$ cat src/rtl/jdc_pkg.sv
package jdc_pkg;
  localparam int unsigned STAGES = 5;
  localparam int unsigned COUNTS = 2 * STAGES;
  typedef logic [STAGES-1:0] ring_t;
  typedef logic [COUNTS-1:0] dec_t;
endpackage

$ cat src/rtl/jdc_reset_sync.sv
module jdc_reset_sync (
  input  logic clk,
  input  logic rst_n,
  output logic srst_n
);
  logic stage1;

  always_ff @(posedge clk or negedge rst_n) begin
    if (!rst_n) begin
      stage1 <= 1'b0;
      srst_n <= 1'b0;
    end else begin
      stage1 <= 1'b1;
      srst_n <= stage1;
    end
  end
endmodule

$ cat src/rtl/jdc_ring.sv
module jdc_ring
  import jdc_pkg::*;
(
  input  logic  clk,
  input  logic  srst_n,
  input  logic  adv_en,
  input  logic  wrap,
  output ring_t q
);
  localparam int unsigned PAIRS = STAGES - 1;

  ring_t nxt;
  logic  legal;
  int unsigned edges;

  // A legal twisted-ring code has at most one 0/1 boundary along its bits.
  always_comb begin
    edges = 0;
    for (int i = 0; i < PAIRS; i++) begin
      if (q[i] != q[i+1]) edges = edges + 1;
    end
    legal = (edges <= 1);
  end

  always_comb begin
    if (!legal || wrap) nxt = '0;
    else                nxt = {q[STAGES-2:0], ~q[STAGES-1]};
  end

  always_ff @(posedge clk or negedge srst_n) begin
    if (!srst_n)     q <= '0;
    else if (adv_en) q <= nxt;
  end

  // an inhibited edge keeps the ring frozen
  assert_inhibit_hold_R4: assert property (@(posedge clk) disable iff (!srst_n)
    !adv_en |=> $stable(q));

  // the ring only ever holds codes with at most one boundary
  assert_ring_legal_R2: assert property (@(posedge clk) disable iff (!srst_n)
    $countones(q ^ {q[STAGES-2:0], q[0]}) <= 1);
endmodule

$ cat src/rtl/jdc_decode.sv
module jdc_decode
  import jdc_pkg::*;
(
  input  logic  clk,
  input  logic  srst_n,
  input  ring_t q,
  output dec_t  dec
);
  genvar k;
  generate
    for (k = 0; k < COUNTS; k++) begin : g_line
      if (k == 0) begin : g_zero
        assign dec[k] = ~q[STAGES-1] & ~q[0];
      end else if (k < STAGES) begin : g_fill
        assign dec[k] = q[k-1] & ~q[k];
      end else if (k == STAGES) begin : g_full
        assign dec[k] = q[STAGES-1] & q[0];
      end else begin : g_drain
        assign dec[k] = ~q[k-STAGES-1] & q[k-STAGES];
      end
    end
  endgenerate

  // exactly one decimal line is lit
  assert_dec_onehot_R2: assert property (@(posedge clk) disable iff (!srst_n)
    $onehot(dec));
endmodule

$ cat src/rtl/johnson_decade.sv
module johnson_decade
  import jdc_pkg::*;
#(
  parameter int unsigned MODULUS = 10
) (
  input  logic         clk,
  input  logic         rst_n,
  input  logic         inhibit_i,
  output logic [9:0]   dec_o,
  output logic         carry_o
);
  localparam int unsigned LAST = MODULUS - 1;

  logic  srst_n;
  logic  adv_en;
  logic  wrap;
  ring_t q;
  dec_t  dec;

  jdc_reset_sync u_sync (
    .clk    (clk),
    .rst_n  (rst_n),
    .srst_n (srst_n)
  );

  assign adv_en = ~inhibit_i;
  assign wrap   = dec[LAST];

  jdc_ring u_ring (
    .clk    (clk),
    .srst_n (srst_n),
    .adv_en (adv_en),
    .wrap   (wrap),
    .q      (q)
  );

  jdc_decode u_dec (
    .clk    (clk),
    .srst_n (srst_n),
    .q      (q),
    .dec    (dec)
  );

  assign dec_o   = dec;
  assign carry_o = ~q[STAGES-1];

  // the last count of the cycle returns to count 0
  assert_wrap_to_zero_R6: assert property (@(posedge clk) disable iff (!srst_n)
    (adv_en && dec_o[LAST]) |=> dec_o[0]);

  // any other advancing edge moves the lit line up by one
  assert_step_by_one_R3: assert property (@(posedge clk) disable iff (!srst_n)
    (adv_en && !dec_o[LAST]) |=> (dec_o == ($past(dec_o) << 1)));

  // the carry rises only when the count enters 0
  assert_carry_rise_R5: assert property (@(posedge clk) disable iff (!srst_n)
    $rose(carry_o) |-> dec_o[0]);
endmodule

$ cat config.mk
export PLATFORM = sky130hd
export DESIGN_NAME = johnson_decade
export DESIGN_NICKNAME = d
export VERILOG_FILES = /design/src/rtl/jdc_pkg.sv /design/src/rtl/jdc_reset_sync.sv /design/src/rtl/jdc_ring.sv /design/src/rtl/jdc_decode.sv /design/src/rtl/johnson_decade.sv
export SDC_FILE = /design/constraint.sdc
export NUM_CORES = 1
export LEC_CHECK = 0
export ABC_AREA = 1
export BUFFER_PORTS_ARGS = -buffer_cell sky130_fd_sc_hd__buf_2
export CAP_MARGIN = 20
export CORE_AREA = 2 2 39 41
export CTS_CLUSTER_SIZE = 24
export DETAILED_ROUTE_END_ITERATION = 12
export DIE_AREA = 0 0 41 43
export HOLD_SLACK_MARGIN = 0.05
export PLACE_DENSITY = 0.64
export SYNTH_ARGS = -nofsm -noshare
export SYNTH_HDL_FRONTEND = slang
export SYNTH_SLANG_ARGS = --single-unit
$ cat constraint.sdc
create_clock -name clk -period 1.2 [get_ports clk]
set_input_delay 0.18 -clock clk [delete_from_list [all_inputs] [get_ports clk]]
set_output_delay 0.18 -clock clk [all_outputs]
set_load 0.005 [all_outputs]
Yosys cells after proc, flatten, opt, wreduce, memory -nomap -nowiden. Index checks and enable logic that the tools add are counted.

Add/sub/neg operators: 3. $mul: 0. Div/mod/pow operators: 0. $lt $le $gt $ge: 1. Equality and inequality tests: 4. Shift-type cells: 0. Multiplexer cells: 5. Bitwise gates (word level): 15. Reductions and logical operators: 2.

Operators by type and width (count): $mux W32 (3); $add A32 B1 Y32 const B (2); $le A32 B1 Y1 const B (1); $and A1 B1 Y1 (10); $mux W5 (1); $not A1 Y1 (5); $ne A1 B1 Y1 (4); $add A1 B1 Y2 const B (1); $logic_not A1 Y1 (1); $logic_or A1 B1 Y1 (1); $mux W1 (1).

Register bits: 7. Bits in latches: 0. RAM bits: 0. Bits in read-only memories: 0. Bits of input ports: 3. Logic and storage cells: 33. Memories kept: 0.

Longest topological paths before layout.
Depth after elaboration: 12. Mapped depth: 13. Gate-level depth less buffers: 13.

Cells and area by module. From an unflattened synthesis, not the netlist that was laid out.

Cell total of the unflattened synthesis: 90. Area, all modules: 579.3 um^2.

By module, submodules not included: jdc_ring (times used 1, cells each 69, area an instance 457.9 um^2, seq. area each 125.1 um^2); jdc_decode (times used 1, cells each 16, area an instance 60.1 um^2, seq. area each 0.0 um^2); jdc_reset_sync (times used 1, cells each 3, area an instance 53.8 um^2, seq. area each 50.0 um^2); johnson_decade (times used 1, cells each 2, area an instance 7.5 um^2, seq. area each 0.0 um^2).

Least setup slack after synthesis. OpenSTA, ideal clock, no wires.

Path type: flip-flop to flip-flop. From: register u_ring.q[2]. To: register u_ring.q[1]. Library setup time: 117 ps. Arrival: 1701 ps. Setup slack: -619 ps. Cell stages (with the launch flop): 12. Path buffers: 0. Period minus slack after synthesis: 1819 ps. Path through: dfrtp_1 -> inv_1 -> ha_1 -> inv_2 -> nand2_1 -> nand2_2 -> ha_1 -> inv_1 -> o21bai_1 -> a21oi_4 -> nand3_1 -> nand2_1.

Cells in the longest elaborated chain, start to end: 10.

Ends and longest elaborated chain: from (decl) (line jdc_ring.sv:8) `output ring_t q`; from (signal assigned) (line jdc_ring.sv:32) `else if (adv_en) q <= nxt;`; $ne A1 B1 Y1 (line jdc_ring.sv:20) `if (q[i] != q[i+1]) edges = edges + 1;`; $mux W32 (line jdc_ring.sv:20); $add A32 B1 Y32 (line jdc_ring.sv:20); $mux W32 * (line jdc_ring.sv:20); $add A32 B1 Y32 (line jdc_ring.sv:20); $mux W32 * (line jdc_ring.sv:20); $le A32 B1 Y1 * (line jdc_ring.sv:22) `legal = (edges <= 1);`; $logic_not A1 Y1 * (line jdc_ring.sv:26) `if (!legal || wrap) nxt = '0;`; $logic_or A1 B1 Y1 * (line jdc_ring.sv:26); $mux W5 * (line jdc_ring.sv:26).

Mark *: on every way between the ends. The rest lies on a longest branch, timed or not. A chain may end at the register's enable or synchronous reset.

Worst setup path after layout. Same ends and word-level chain as after synthesis.

==> flow_summary.toml <==
[layout]
syn2layout_area_growth_pct = 86.30
antenna_cells = 0
drive_gt1_share_pct = 61.68
mostFrequentLayoutCells = "nand2_1 (17), buf_6 (13), buf_4 (13), ha_4 (8), buf_2 (8)"
final_area_mm2 = 0.001021
final_util_pct = 73.78
layout_commonest_cell = "nand2_1"
num-nets-final = 120

[drt]
drtAntennaViolNets = 0
drt-initial-drc-count = 2
routed_wirelength_um = 1681
vias_per_cell = 4.837
drcViolationCount = 0
firstDrtPassIters = 4
vias = 595
wl_per_cell_um = 13.67

[setup_path]
crit_path_max_fanout = 5
cp_data_arrival_time_ns = 2.00
critical_path_class = "flop to flop"
worstSetupStartpointType = "flop"
endpoint_kind = "flop"
cp.required_ns = 1.38

[sta]
maxSlewViolCount = 0
hold_violations = 0
fin_crit_sh_pct = 151.4
max_freq_mhz = 550.3
setup_viol = 10
whs_ns = 0.07888
period_minus_slack_ns = 1.817
clock_skew_ns = 0.004521
setup_ws_ns = -0.6172
rsz0062_at_grt = "yes"

[global_routing]
grt_use_met1_pct = 20.20
grt_util_met2_pct = 32.19
grt_pass1_wl_um = 2201
grt_usage_pct = 18.54
antenna_found_initial = 0
overflow = 0
grt_start_max_net_pins = 11
gr-usage-met3_pct = 5.236
grt_pass1_vias = 545
grt-busiest-layer = "met2"

[synth]
yosysWarnings = 0
synth_top_family_by_area = "simple AND/OR/NAND/NOR gates"
ys_seq_area_share_pct = 31.96
synthXorXnorAreaFrac_pct = 1.598
synth_cell_types = 17
synth.area.mux_share_pct = 0
synth_compound_area_share_pct = 4.338
synth.area.top_cells = "dfrtp_1 (32%), ha_1 (21%), nand2_1 (13%)"
syn-num-nets = 82
synthAdderAreaFrac_pct = 20.55
syn_area_um2 = 548.0
syn_inst = 70
synth_top_area_share_pct = 31.96
avgSynthCellArea_um2 = 7.829
synth_top_area_cell = "dfrtp_1"
ys_seq_elements = 7
yosys.area_share.simple_pct = 31.28

[clock_tree]
cts.path.max_buffers = 2
clock-root-buffer = "clkbuf_4"
clk_pin_slew_ns = 0.05
cts_tree = "built"
cts_buffers = 3
cts_sinks = 7
clk_latency_ns = 0.25
cts.htree.levels = 1

[run_status]
failed_checks = "negative setup slack"
status = "finished with violations"

[pwr]
comb_power_share_pct = 81.7
total_leakage_power_nw = 0.5087
p_sw_mw = 1.529
power_mw = 3.432
p_int_mw = 1.903
power.density_mw_per_mm2 = 3361
p_sw_share_pct = 44.55
p_seq_share_pct = 12.2
peakVddDrop_mv = 2.208
clkPwrFrac_pct = 6.2

[die]
initial_core_util_pct = 39.60
dieArea_mm2 = 0.001763
boundaryPins = 14
die_h_um = 43
die_w_um = 41
row_count = 14
core-area_mm2 = 0.001384

[placed_design]
hpwlAfterDp_um = 950.8
placed_area_um2 = 779.5
gp_congestion = 0.7207
numPortBuffers = 13

[min_path]
min_path_type = "flop to asynchronous set/reset pin"

[job]
drv_cap = 0
## state kept, by name, summed over array words and instances, names as in the netlist
register,count
u_sync.stage1,1
u_sync.srst_n,1
u_ring.q,5
## Yosys cell counts, drive strengths merged
| library cell | count |
|---|---|
| conb | 1 |
| xor2 | 1 |
| a21oi | 1 |
| inv | 11 |
| nand3 | 5 |
| nand2 | 22 |
| buf | 1 |
| o21bai | 1 |
| dfrtp | 7 |
| nor2 | 8 |
| nand4 | 2 |
| clkbuf | 1 |
| ha | 9 |
## worst paths after layout
check / slack (ns) / from / cells past startpoint / endpoint
max: -0.62 / u_ring.q[2]$_DFFE_PN0N_ / 10 / u_ring.q[1]$_DFFE_PN0N_
min: 0.08 / u_sync.srst_n$_DFF_PN0_ / 0 / u_ring.q[1]$_DFFE_PN0N_
max reg2reg: -0.62 / u_ring.q[2]$_DFFE_PN0N_ / 10 / u_ring.q[1]$_DFFE_PN0N_
min reg2reg: 0.08 / u_sync.srst_n$_DFF_PN0_ / 0 / u_ring.q[1]$_DFFE_PN0N_
max in group asynchronous: 0.86 / rst_n / 2 / u_sync.stage1$_DFF_PN0_
min in group clk: 0.26 / inhibit_i / 3 / u_ring.q[4]$_DFFE_PN0N_
## stage by stage
| stage | TNS [ns] | worst slack (ns) | instances |
|---|---|---|---|
| 3_5_place_dp | -2.724 | -0.5539 | 110 |
| 4_1_cts | -3.373 | -0.5220 | 120 |
| 2_1_floorplan | -2.432 | -0.4907 | 70 |
| 3_3_place_gp | -2.558 | -0.5211 | 110 |
| 5_1_grt | -4.549 | -0.7158 | 123 |
| 6_report | -3.836 | -0.6172 | 123 |
## kinds of logic after synthesis
family	Yosys count
adder cells (fa/ha/maj)	9
AO/OA/AOI/OAI	2
buffers and inverters	13
flip-flops	7
other	1
AND/OR/NAND/NOR	37
XOR/XNOR	1
## layer usage
layer | share of wire, % | up-vias
met4 | 2.8 | 0
met2 | 54 | 19
li1 | - | 285
met1 | 38 | 285
met5 | 0 | -
met3 | 4.5 | 6
## layout make-up
type                    count  area, µm²
clock buffers               4      26.28
flip-flops and latches      7      177.7
fillers                   112      362.8
well taps                  16      20.02
multi-input cells          50      454.2
inverters                  11      48.80
repair buffers             35      294.0
## power groups by stage
stage,clock (mW),sequential [mW],combinational (mW)
5_1_grt,0.230,0.429,3.02
4_1_cts,0.219,0.408,2.31
2_1_floorplan,0,0.425,1.23
6_report,0.211,0.418,2.80
3_5_place_dp,0,0.399,1.95
3_3_place_gp,0,0.398,1.89
## critical path, stage by stage (launching register included)
cell and delay [ns]:
dfrtp_2 0.42, inv_4 0.06, ha_4 0.28, xor2_1 0.15, inv_1 0.09, ha_4 0.22, inv_4 0.05, o21bai_4 0.06
a21oi_4 0.21, nand3_2 0.11, nand2_1 0.09
## what timing repair did
action	4_1_cts	5_1_grt
hold endpoints to repair	2	0
buffers inserted	5	4
pin swaps	7	7
hold buffers	1	0
setup endpoints to repair	11	13
resized for setup	15	18
No activity file was read; power rests on OpenSTA's default activity.
